**src/rtl/sdram_rd_pkg.sv**
```systemverilog
package sdram_rd_pkg;

  // Sequencer phases, one per cycle type of an access
  typedef enum logic [2:0] {
    PH_IDLE,
    PH_ACT,     // row activate
    PH_ACCESS,  // column commands and data beats
    PH_GAP,     // single idle transfer cycle
    PH_PRE      // precharge wait, completion
  } phase_e;

  localparam int BURST_BEATS = 4;
  localparam int BEAT_W      = $clog2(BURST_BEATS);
  localparam int LAT_W       = 3;
  localparam int LAT_MAX     = 4;

  // Map a raw latency code onto the supported range 1..4
  function automatic logic [LAT_W-1:0] clamp_lat(input logic [LAT_W-1:0] raw);
    if (raw == '0)
      return LAT_W'(1);
    else if (raw > LAT_W'(LAT_MAX))
      return LAT_W'(LAT_MAX);
    else
      return raw;
  endfunction

endpackage

```
**src/rtl/sdram_lat_sel.sv**
```systemverilog
module sdram_lat_sel
  import sdram_rd_pkg::*;
#(
  parameter int NUM_CS = 2,
  localparam int SPACE_W = (NUM_CS > 1) ? $clog2(NUM_CS) : 1
) (
  input  logic [NUM_CS*LAT_W-1:0] cfg_lat,
  input  logic [SPACE_W-1:0]      space,
  output logic [LAT_W-1:0]        lat
);

  logic [LAT_W-1:0] lat_c [NUM_CS];

  for (genvar i = 0; i < NUM_CS; i++) begin : g_space
    assign lat_c[i] = clamp_lat(cfg_lat[i*LAT_W +: LAT_W]);
  end

  assign lat = lat_c[space];

endmodule

```
**src/rtl/sdram_rd_seq.sv**
```systemverilog
module sdram_rd_seq
  import sdram_rd_pkg::*;
#(
  parameter int NUM_CS = 2,
  parameter int ROW_W  = 13,
  parameter int COL_W  = 9,
  localparam int SPACE_W = (NUM_CS > 1) ? $clog2(NUM_CS) : 1
) (
  input  logic               clk,
  input  logic               rst_n,
  input  logic               req_valid,
  input  logic               req_burst,
  input  logic [SPACE_W-1:0] req_space,
  input  logic [ROW_W+COL_W-1:0] req_addr,
  input  logic [LAT_W-1:0]   lat_in,
  output logic               req_ready,
  output phase_e             phase,
  output logic [3:0]         tcnt,
  output logic [LAT_W-1:0]   lat_q,
  output logic [2:0]         nbeat_q,
  output logic               burst_q,
  output logic [SPACE_W-1:0] space_q,
  output logic [ROW_W-1:0]   row_q,
  output logic [COL_W-1:0]   col_q
);

  logic [3:0] last_dat;
  assign last_dat  = {1'b0, nbeat_q} + {1'b0, lat_q};
  assign req_ready = (phase == PH_IDLE);

  always_ff @(posedge clk or negedge rst_n) begin
    if (!rst_n) begin
      phase   <= PH_IDLE;
      tcnt    <= '0;
      lat_q   <= LAT_W'(1);
      nbeat_q <= 3'd1;
      burst_q <= 1'b0;
      space_q <= '0;
      row_q   <= '0;
      col_q   <= '0;
    end else begin
      unique case (phase)
        PH_IDLE: begin
          if (req_valid) begin
            phase   <= PH_ACT;
            tcnt    <= '0;
            lat_q   <= lat_in;
            burst_q <= req_burst;
            nbeat_q <= req_burst ? 3'(BURST_BEATS) : 3'd1;
            space_q <= req_space;
            row_q   <= req_addr[ROW_W+COL_W-1:COL_W];
            col_q   <= req_addr[COL_W-1:0];
          end
        end
        PH_ACT: begin
          phase <= PH_ACCESS;
          tcnt  <= 4'd1;
        end
        PH_ACCESS: begin
          tcnt <= tcnt + 4'd1;
          if (tcnt == last_dat) phase <= PH_GAP;
        end
        PH_GAP: begin
          tcnt  <= tcnt + 4'd1;
          phase <= PH_PRE;
        end
        PH_PRE: begin
          phase <= PH_IDLE;
        end
        default: phase <= PH_IDLE;
      endcase
    end
  end

  AST_LAT_IN_RANGE: assert property (@(posedge clk) disable iff (!rst_n)
    (phase != PH_IDLE) |-> (lat_q >= LAT_W'(1) && lat_q <= LAT_W'(LAT_MAX)));

  AST_NO_REACCEPT: assert property (@(posedge clk) disable iff (!rst_n)
    (phase != PH_IDLE) |=> (phase != PH_ACT));

  AST_GAP_SINGLE: assert property (@(posedge clk) disable iff (!rst_n)
    (phase == PH_GAP) |=> (phase == PH_PRE));

  AST_SETUP_HELD: assert property (@(posedge clk) disable iff (!rst_n)
    (phase != PH_IDLE && $past(phase) != PH_IDLE) |-> ($stable(lat_q) && $stable(space_q) && $stable(nbeat_q)));

endmodule

```
**src/rtl/sdram_rd_pins.sv**
```systemverilog
module sdram_rd_pins
  import sdram_rd_pkg::*;
#(
  parameter int NUM_CS = 2,
  parameter int ROW_W  = 13,
  parameter int COL_W  = 9,
  parameter int ADDR_W = 13,
  parameter int AP_BIT = 10,
  parameter int DW     = 16,
  localparam int SPACE_W = (NUM_CS > 1) ? $clog2(NUM_CS) : 1,
  localparam int DQM_W   = DW / 8
) (
  input  logic               clk,
  input  logic               rst_n,
  input  phase_e             phase,
  input  logic [3:0]         tcnt,
  input  logic [LAT_W-1:0]   lat_q,
  input  logic [2:0]         nbeat_q,
  input  logic               burst_q,
  input  logic [SPACE_W-1:0] space_q,
  input  logic [ROW_W-1:0]   row_q,
  input  logic [COL_W-1:0]   col_q,
  input  logic [DW-1:0]      sd_dq,
  output logic [NUM_CS-1:0]  sd_cs_n,
  output logic               sd_ras_n,
  output logic               sd_cas_n,
  output logic               sd_we_n,
  output logic [DQM_W-1:0]   sd_dqm,
  output logic [ADDR_W-1:0]  sd_addr,
  output logic               rd_valid,
  output logic [DW-1:0]      rd_data,
  output logic               done
);

  logic [3:0] lat4, nb4;
  logic       in_act, in_col, in_dat, cs_on, mask_off;
  logic [COL_W-1:0] col_v;

  assign lat4 = {1'b0, lat_q};
  assign nb4  = {1'b0, nbeat_q};

  assign in_act   = (phase == PH_ACT);
  assign in_col   = (phase == PH_ACCESS) && (tcnt <= nb4);
  assign in_dat   = (phase == PH_ACCESS) && (tcnt >= lat4 + 4'd1) && (tcnt <= nb4 + lat4);
  assign cs_on    = in_act || in_col;
  assign mask_off = in_act || (phase == PH_ACCESS);

  // Column of the current beat: low bits step through the burst
  always_comb begin
    col_v = col_q;
    if (burst_q) col_v[BEAT_W-1:0] = BEAT_W'(tcnt[BEAT_W-1:0] - BEAT_W'(1));
  end

  always_comb begin
    sd_addr = '0;
    if (in_act) begin
      sd_addr[ROW_W-1:0] = row_q;
    end else if (in_col) begin
      sd_addr[COL_W-1:0] = col_v;
      sd_addr[AP_BIT]    = 1'b1;
    end
  end

  for (genvar i = 0; i < NUM_CS; i++) begin : g_cs
    assign sd_cs_n[i] = !(cs_on && (space_q == SPACE_W'(i)));
  end

  assign sd_ras_n = !in_act;
  assign sd_cas_n = !in_col;
  assign sd_we_n  = 1'b1;
  assign sd_dqm   = mask_off ? '0 : '1;
  assign rd_valid = in_dat;
  assign rd_data  = in_dat ? sd_dq : '0;
  assign done     = (phase == PH_PRE);

  AST_RAS_CAS_APART: assert property (@(posedge clk) disable iff (!rst_n)
    !sd_ras_n |-> sd_cas_n);

  AST_AUTO_PRECHARGE: assert property (@(posedge clk) disable iff (!rst_n)
    !sd_cas_n |-> sd_addr[AP_BIT]);

  AST_DATA_UNMASKED: assert property (@(posedge clk) disable iff (!rst_n)
    rd_valid |-> (sd_dqm == '0));

  AST_CS_ONE_SPACE: assert property (@(posedge clk) disable iff (!rst_n)
    $countones(~sd_cs_n) <= 1);

endmodule

```
**src/rtl/sdram_burst_rd.sv**
```systemverilog
module sdram_burst_rd
  import sdram_rd_pkg::*;
#(
  parameter int NUM_CS = 2,
  parameter int ROW_W  = 13,
  parameter int COL_W  = 9,
  parameter int ADDR_W = 13,
  parameter int AP_BIT = 10,
  parameter int DW     = 16,
  localparam int SPACE_W = (NUM_CS > 1) ? $clog2(NUM_CS) : 1,
  localparam int DQM_W   = DW / 8
) (
  input  logic                    clk,
  input  logic                    rst_n,
  input  logic                    req_valid,
  output logic                    req_ready,
  input  logic                    req_burst,
  input  logic [SPACE_W-1:0]      req_space,
  input  logic [ROW_W+COL_W-1:0]  req_addr,
  input  logic [NUM_CS*LAT_W-1:0] cfg_lat,
  output logic                    rd_valid,
  output logic [DW-1:0]           rd_data,
  output logic                    done,
  output logic [NUM_CS-1:0]       sd_cs_n,
  output logic                    sd_ras_n,
  output logic                    sd_cas_n,
  output logic                    sd_we_n,
  output logic [DQM_W-1:0]        sd_dqm,
  output logic [ADDR_W-1:0]       sd_addr,
  input  logic [DW-1:0]           sd_dq
);

  phase_e             phase;
  logic [3:0]         tcnt;
  logic [LAT_W-1:0]   lat_sel, lat_q;
  logic [2:0]         nbeat_q;
  logic               burst_q;
  logic [SPACE_W-1:0] space_q;
  logic [ROW_W-1:0]   row_q;
  logic [COL_W-1:0]   col_q;

  sdram_lat_sel #(.NUM_CS(NUM_CS)) u_lat (
    .cfg_lat (cfg_lat),
    .space   (req_space),
    .lat     (lat_sel)
  );

  sdram_rd_seq #(.NUM_CS(NUM_CS), .ROW_W(ROW_W), .COL_W(COL_W)) u_seq (
    .clk       (clk),
    .rst_n     (rst_n),
    .req_valid (req_valid),
    .req_burst (req_burst),
    .req_space (req_space),
    .req_addr  (req_addr),
    .lat_in    (lat_sel),
    .req_ready (req_ready),
    .phase     (phase),
    .tcnt      (tcnt),
    .lat_q     (lat_q),
    .nbeat_q   (nbeat_q),
    .burst_q   (burst_q),
    .space_q   (space_q),
    .row_q     (row_q),
    .col_q     (col_q)
  );

  sdram_rd_pins #(.NUM_CS(NUM_CS), .ROW_W(ROW_W), .COL_W(COL_W), .ADDR_W(ADDR_W),
                  .AP_BIT(AP_BIT), .DW(DW)) u_pins (
    .clk      (clk),
    .rst_n    (rst_n),
    .phase    (phase),
    .tcnt     (tcnt),
    .lat_q    (lat_q),
    .nbeat_q  (nbeat_q),
    .burst_q  (burst_q),
    .space_q  (space_q),
    .row_q    (row_q),
    .col_q    (col_q),
    .sd_dq    (sd_dq),
    .sd_cs_n  (sd_cs_n),
    .sd_ras_n (sd_ras_n),
    .sd_cas_n (sd_cas_n),
    .sd_we_n  (sd_we_n),
    .sd_dqm   (sd_dqm),
    .sd_addr  (sd_addr),
    .rd_valid (rd_valid),
    .rd_data  (rd_data),
    .done     (done)
  );

  // Beats delivered in the current sequence, checked at completion
  logic [2:0] beats_seen;
  always_ff @(posedge clk or negedge rst_n) begin
    if (!rst_n)               beats_seen <= '0;
    else if (phase == PH_ACT) beats_seen <= '0;
    else if (rd_valid)        beats_seen <= beats_seen + 3'd1;
  end

  AST_BEAT_COUNT: assert property (@(posedge clk) disable iff (!rst_n)
    done |-> (beats_seen == nbeat_q));

  AST_DONE_AFTER_GAP: assert property (@(posedge clk) disable iff (!rst_n)
    done |-> ($past(phase) == PH_GAP));

  AST_GAP_NO_DATA: assert property (@(posedge clk) disable iff (!rst_n)
    $fell(rd_valid) |-> (!done && sd_cas_n));

endmodule

```
**config.mk**
```make
export PLATFORM = sky130hd
export DESIGN_NAME = sdram_burst_rd
export DESIGN_NICKNAME = d
export VERILOG_FILES = /design/src/rtl/sdram_rd_pkg.sv /design/src/rtl/sdram_lat_sel.sv /design/src/rtl/sdram_rd_seq.sv /design/src/rtl/sdram_rd_pins.sv /design/src/rtl/sdram_burst_rd.sv
export SDC_FILE = /design/constraint.sdc
export NUM_CORES = 1
export LEC_CHECK = 0
export BUFFER_PORTS_ARGS = -buffer_cell sky130_fd_sc_hd__buf_2
export CORE_AREA = 2 2 69 71
export DETAILED_ROUTE_END_ITERATION = 10
export DIE_AREA = 0 0 71 73
export PLACE_DENSITY = 0.85
export SYNTH_ARGS = -nofsm -noshare
export SYNTH_HDL_FRONTEND = slang
export SYNTH_SLANG_ARGS = --single-unit
```
**constraint.sdc**
```tcl
create_clock -name clk -period 6.6 [get_ports clk]
set_input_delay 0.66 -clock clk [delete_from_list [all_inputs] [get_ports clk]]
set_output_delay 0.66 -clock clk [all_outputs]
set_load 0.02 [all_outputs]
```
==> results.ini <==
[clock_network]
cts_buffer_depth = 2
clk_pin_slew_ns = 0.07
cts_tree = done
cts_resized = 0
cts_root_buf = clkbuf_8
cts_setup_buffers = 0
worstSkewPairLatency_ns = 0.29
htree_levels = 2
cts_made_buffers = 5
holdBufCountCts = 0
clock_sinks = 35

[power_and_ir_drop]
internal_power_w = 0.000740
power_frac_comb = 0.605
p_sw_w = 0.000680
switching_share = 0.479
power.leakage_nw = 1.35
pwr-share-seq = 0.289
ir_worst_vdd_v = 0.000297
clkPwrFrac = 0.106
p_total_w = 0.00142
powerDensity_nw_per_um2 = 525

[synthesis]
synth_warnings = 0
synth.distinct_cells = 39
ys_top_cells_by_area = dfrtp_1, mux2_2, ha_1, a211oi_1, a22o_1
synth_area_um2 = 2210
synth-edff-count = 0
synth-seq-area-share = 0.397
synth.most_common_cell = dfrtp_1
avgSynthCellArea_um2 = 10.5
synth.ff_latch_count = 35
yosysTopAreaCellShare = 0.373
syn_nets = 275
netlist_instances = 211
synth_common_cells = dfrtp_1, mux2_2, nand2_1
yosysTopAreaCell = dfrtp_1
ys.flop_type = dfrtp_1
async_flop_share = 1.00

[placed_design]
portBuffers = 86
dp_hpwl_um = 3560
place_congestion = 0.799

[die]
core_um2 = 4540
dieArea_um2 = 5180
fp.dieH_um = 73
initial_core_util = 0.488
die_w_um = 71
placementRows = 25
io_pins = 88

[critical_path]
ff2ff_path_depth = 7
end_kind = output port
slowest_delay_ns = 1.01
cp_top_family = compound AO/OA/AOI/OAI gates
rr_startpoint = u_seq.lat_q[0]$_DFFE_PN1P_
worst_r2r_endpoint = u_seq.phase[0]$_DFFE_PN0P_
crit_start = u_seq.lat_q[0]$_DFFE_PN1P_
worst-path-buf-inv = 1
path_class = reg -> out
slowest_stage = o221ai_1
rrSetupSlack_ns = 3.96
required_ns = 5.94
crit_top_cell = ha_1
startpoint_type = register
crit_chain = ha_1, ha_1, xnor2_1, ha_1, a21oi_1, o221ai_1, a211oi_1, buf_2
critPathMaxFanout = 17
worstPathArrival_ns = 3.04

[cells_and_area]
multi_input_area_um2 = 1170
nets = 354
final_util = 0.597
fill_cells = 375
area_growth_pct = 22.3
num_antenna_cells = 0
final_layout_size_suffix_gt1_frac = 0.436
regArea_um2 = 878

[timing]
maxSlewViolCount = 0
fin_crit_ns = 3.70
finalHoldViolCount = 0
period_share = 0.561
finalSetupTns_ns = 0
max_freq_mhz = 270
slew_headroom = 0.133
clock_skew_ns = 0.00610
rsz0062_at_grt = no
worst_pin_slew_ns = 1.30
setup_violations = 0

[drt]
routed_wl_um = 4750
drt_pass1_iterations = 4
vias_per_cell = 5.33
drt_iter0_markers = 60
vias = 1840
final_antenna_net_count = 0
drt_drc_violations_left = 0
wl_per_cell_um = 13.8

[global_route]
grt_max_degree = 36
overflow = 0
grt_pass1_vias = 1828
grt_pass1_wl_um = 7980
track_usage = 0.194
antenna_found_initial = 0

[flow_run]
drv_cap = 0

[worst_hold_path]
hold_path.class = in -> async

[outcome]
status = finished, final reports clean

[worst register-to-register path: stages, from the launching register on]
cell and delay (ns):
dfstp_2 0.57, ha_1 0.17, ha_1 0.16, xnor2_1 0.07, ha_1 0.30, nand4_1 0.59, mux2_2 0.54, nor3_1 0.15
[state kept, by name, summed over array words and instances (netlist names)]
name,flops
u_seq.col_q,9
u_seq.lat_q,3
u_seq.nbeat_q,2
u_seq.phase,3
u_seq.row_q,13
u_seq.space_q,1
u_seq.tcnt,4
[cell usage in the layout (no fill, tap or decap), types with 3 or more instances in the layout]
master,Yosys,final
a21oi_1,5,5
a31oi_1,4,4
a22o_1,11,11
inv_1,18,18
nand2_1,19,19
mux2_2,23,23
dfrtp_1,33,33
o21bai_1,3,3
buf_2,3,86
mux2i_1,4,4
ha_1,15,15
nand3_1,3,3
nor2_1,8,8
o21ai_0,5,5
a211oi_1,17,17
and2_1,3,3
clkbuf_8,0,5
[routing by layer]
layer / share of wire / global-route usage / vias up / wire length, µm
met5: 0 / 0 / - / 0
met4: 0.010 / 0.0503 / 0 / 48
met3: 0.058 / 0.0594 / 6 / 274
met2: 0.52 / 0.346 / 49 / 2490
met1: 0.41 / 0.227 / 867 / 1940
li1: - / - / 918 / -
[worst max path at each step]
stage | cells after the start | end
global route | 8 | rd_data[3]
detailed placement | 8 | rd_data[11]
global placement | 8 | rd_data[7]
floorplan | 8 | rd_data[10]
finish | 8 | rd_data[7]
CTS | 8 | rd_data[11]
[final cells by class]
type                            instances  share of cell area
Multi-Input combinational cell        143               0.432
Sequential cell                        35               0.325
Timing Repair Buffer                   87               0.162
Clock buffer                            6              0.0268
Inverter                               18              0.0250
Tap cell                               54              0.0250
Clock inverter                          2             0.00462
[logic make-up after synthesis]
kind of cell / count (synthesis) / synth area share
and+or+nand+nor: 43 / 0.106
adders and majority gates: 15 / 0.0848
DFF: 35 / 0.397
other: 1 / 0.00169
xor gates and xnor gates: 2 / 0.00792
muxes: 28 / 0.140
AOI/OAI and AO/OA: 54 / 0.188
buffers and inverters: 33 / 0.0746
[power groups by stage]
stage                     sequential [W]  combinational [W]  clock [W]
final                           0.000410           0.000860   0.000150
after CTS                       0.000411           0.000869   0.000155
after global placement          0.000408           0.000837          0
after detailed placement        0.000415           0.000865          0
after floorplan                 0.000374           0.000713          0
after global routing            0.000427           0.000955   0.000165
[metrics by stage]
stage	worst slack (ns)	area, µm²	instances	hold slack [ns]
after floorplan	3.47	2210	211	0.364
after global placement	3.30	2620	337	0.473
after detailed placement	3.25	2620	337	0.498
after CTS	2.91	2710	345	0.462
after global routing	2.66	2710	345	0.509
final	2.90	2710	345	0.442
Power figures use the tool's default switching activity.
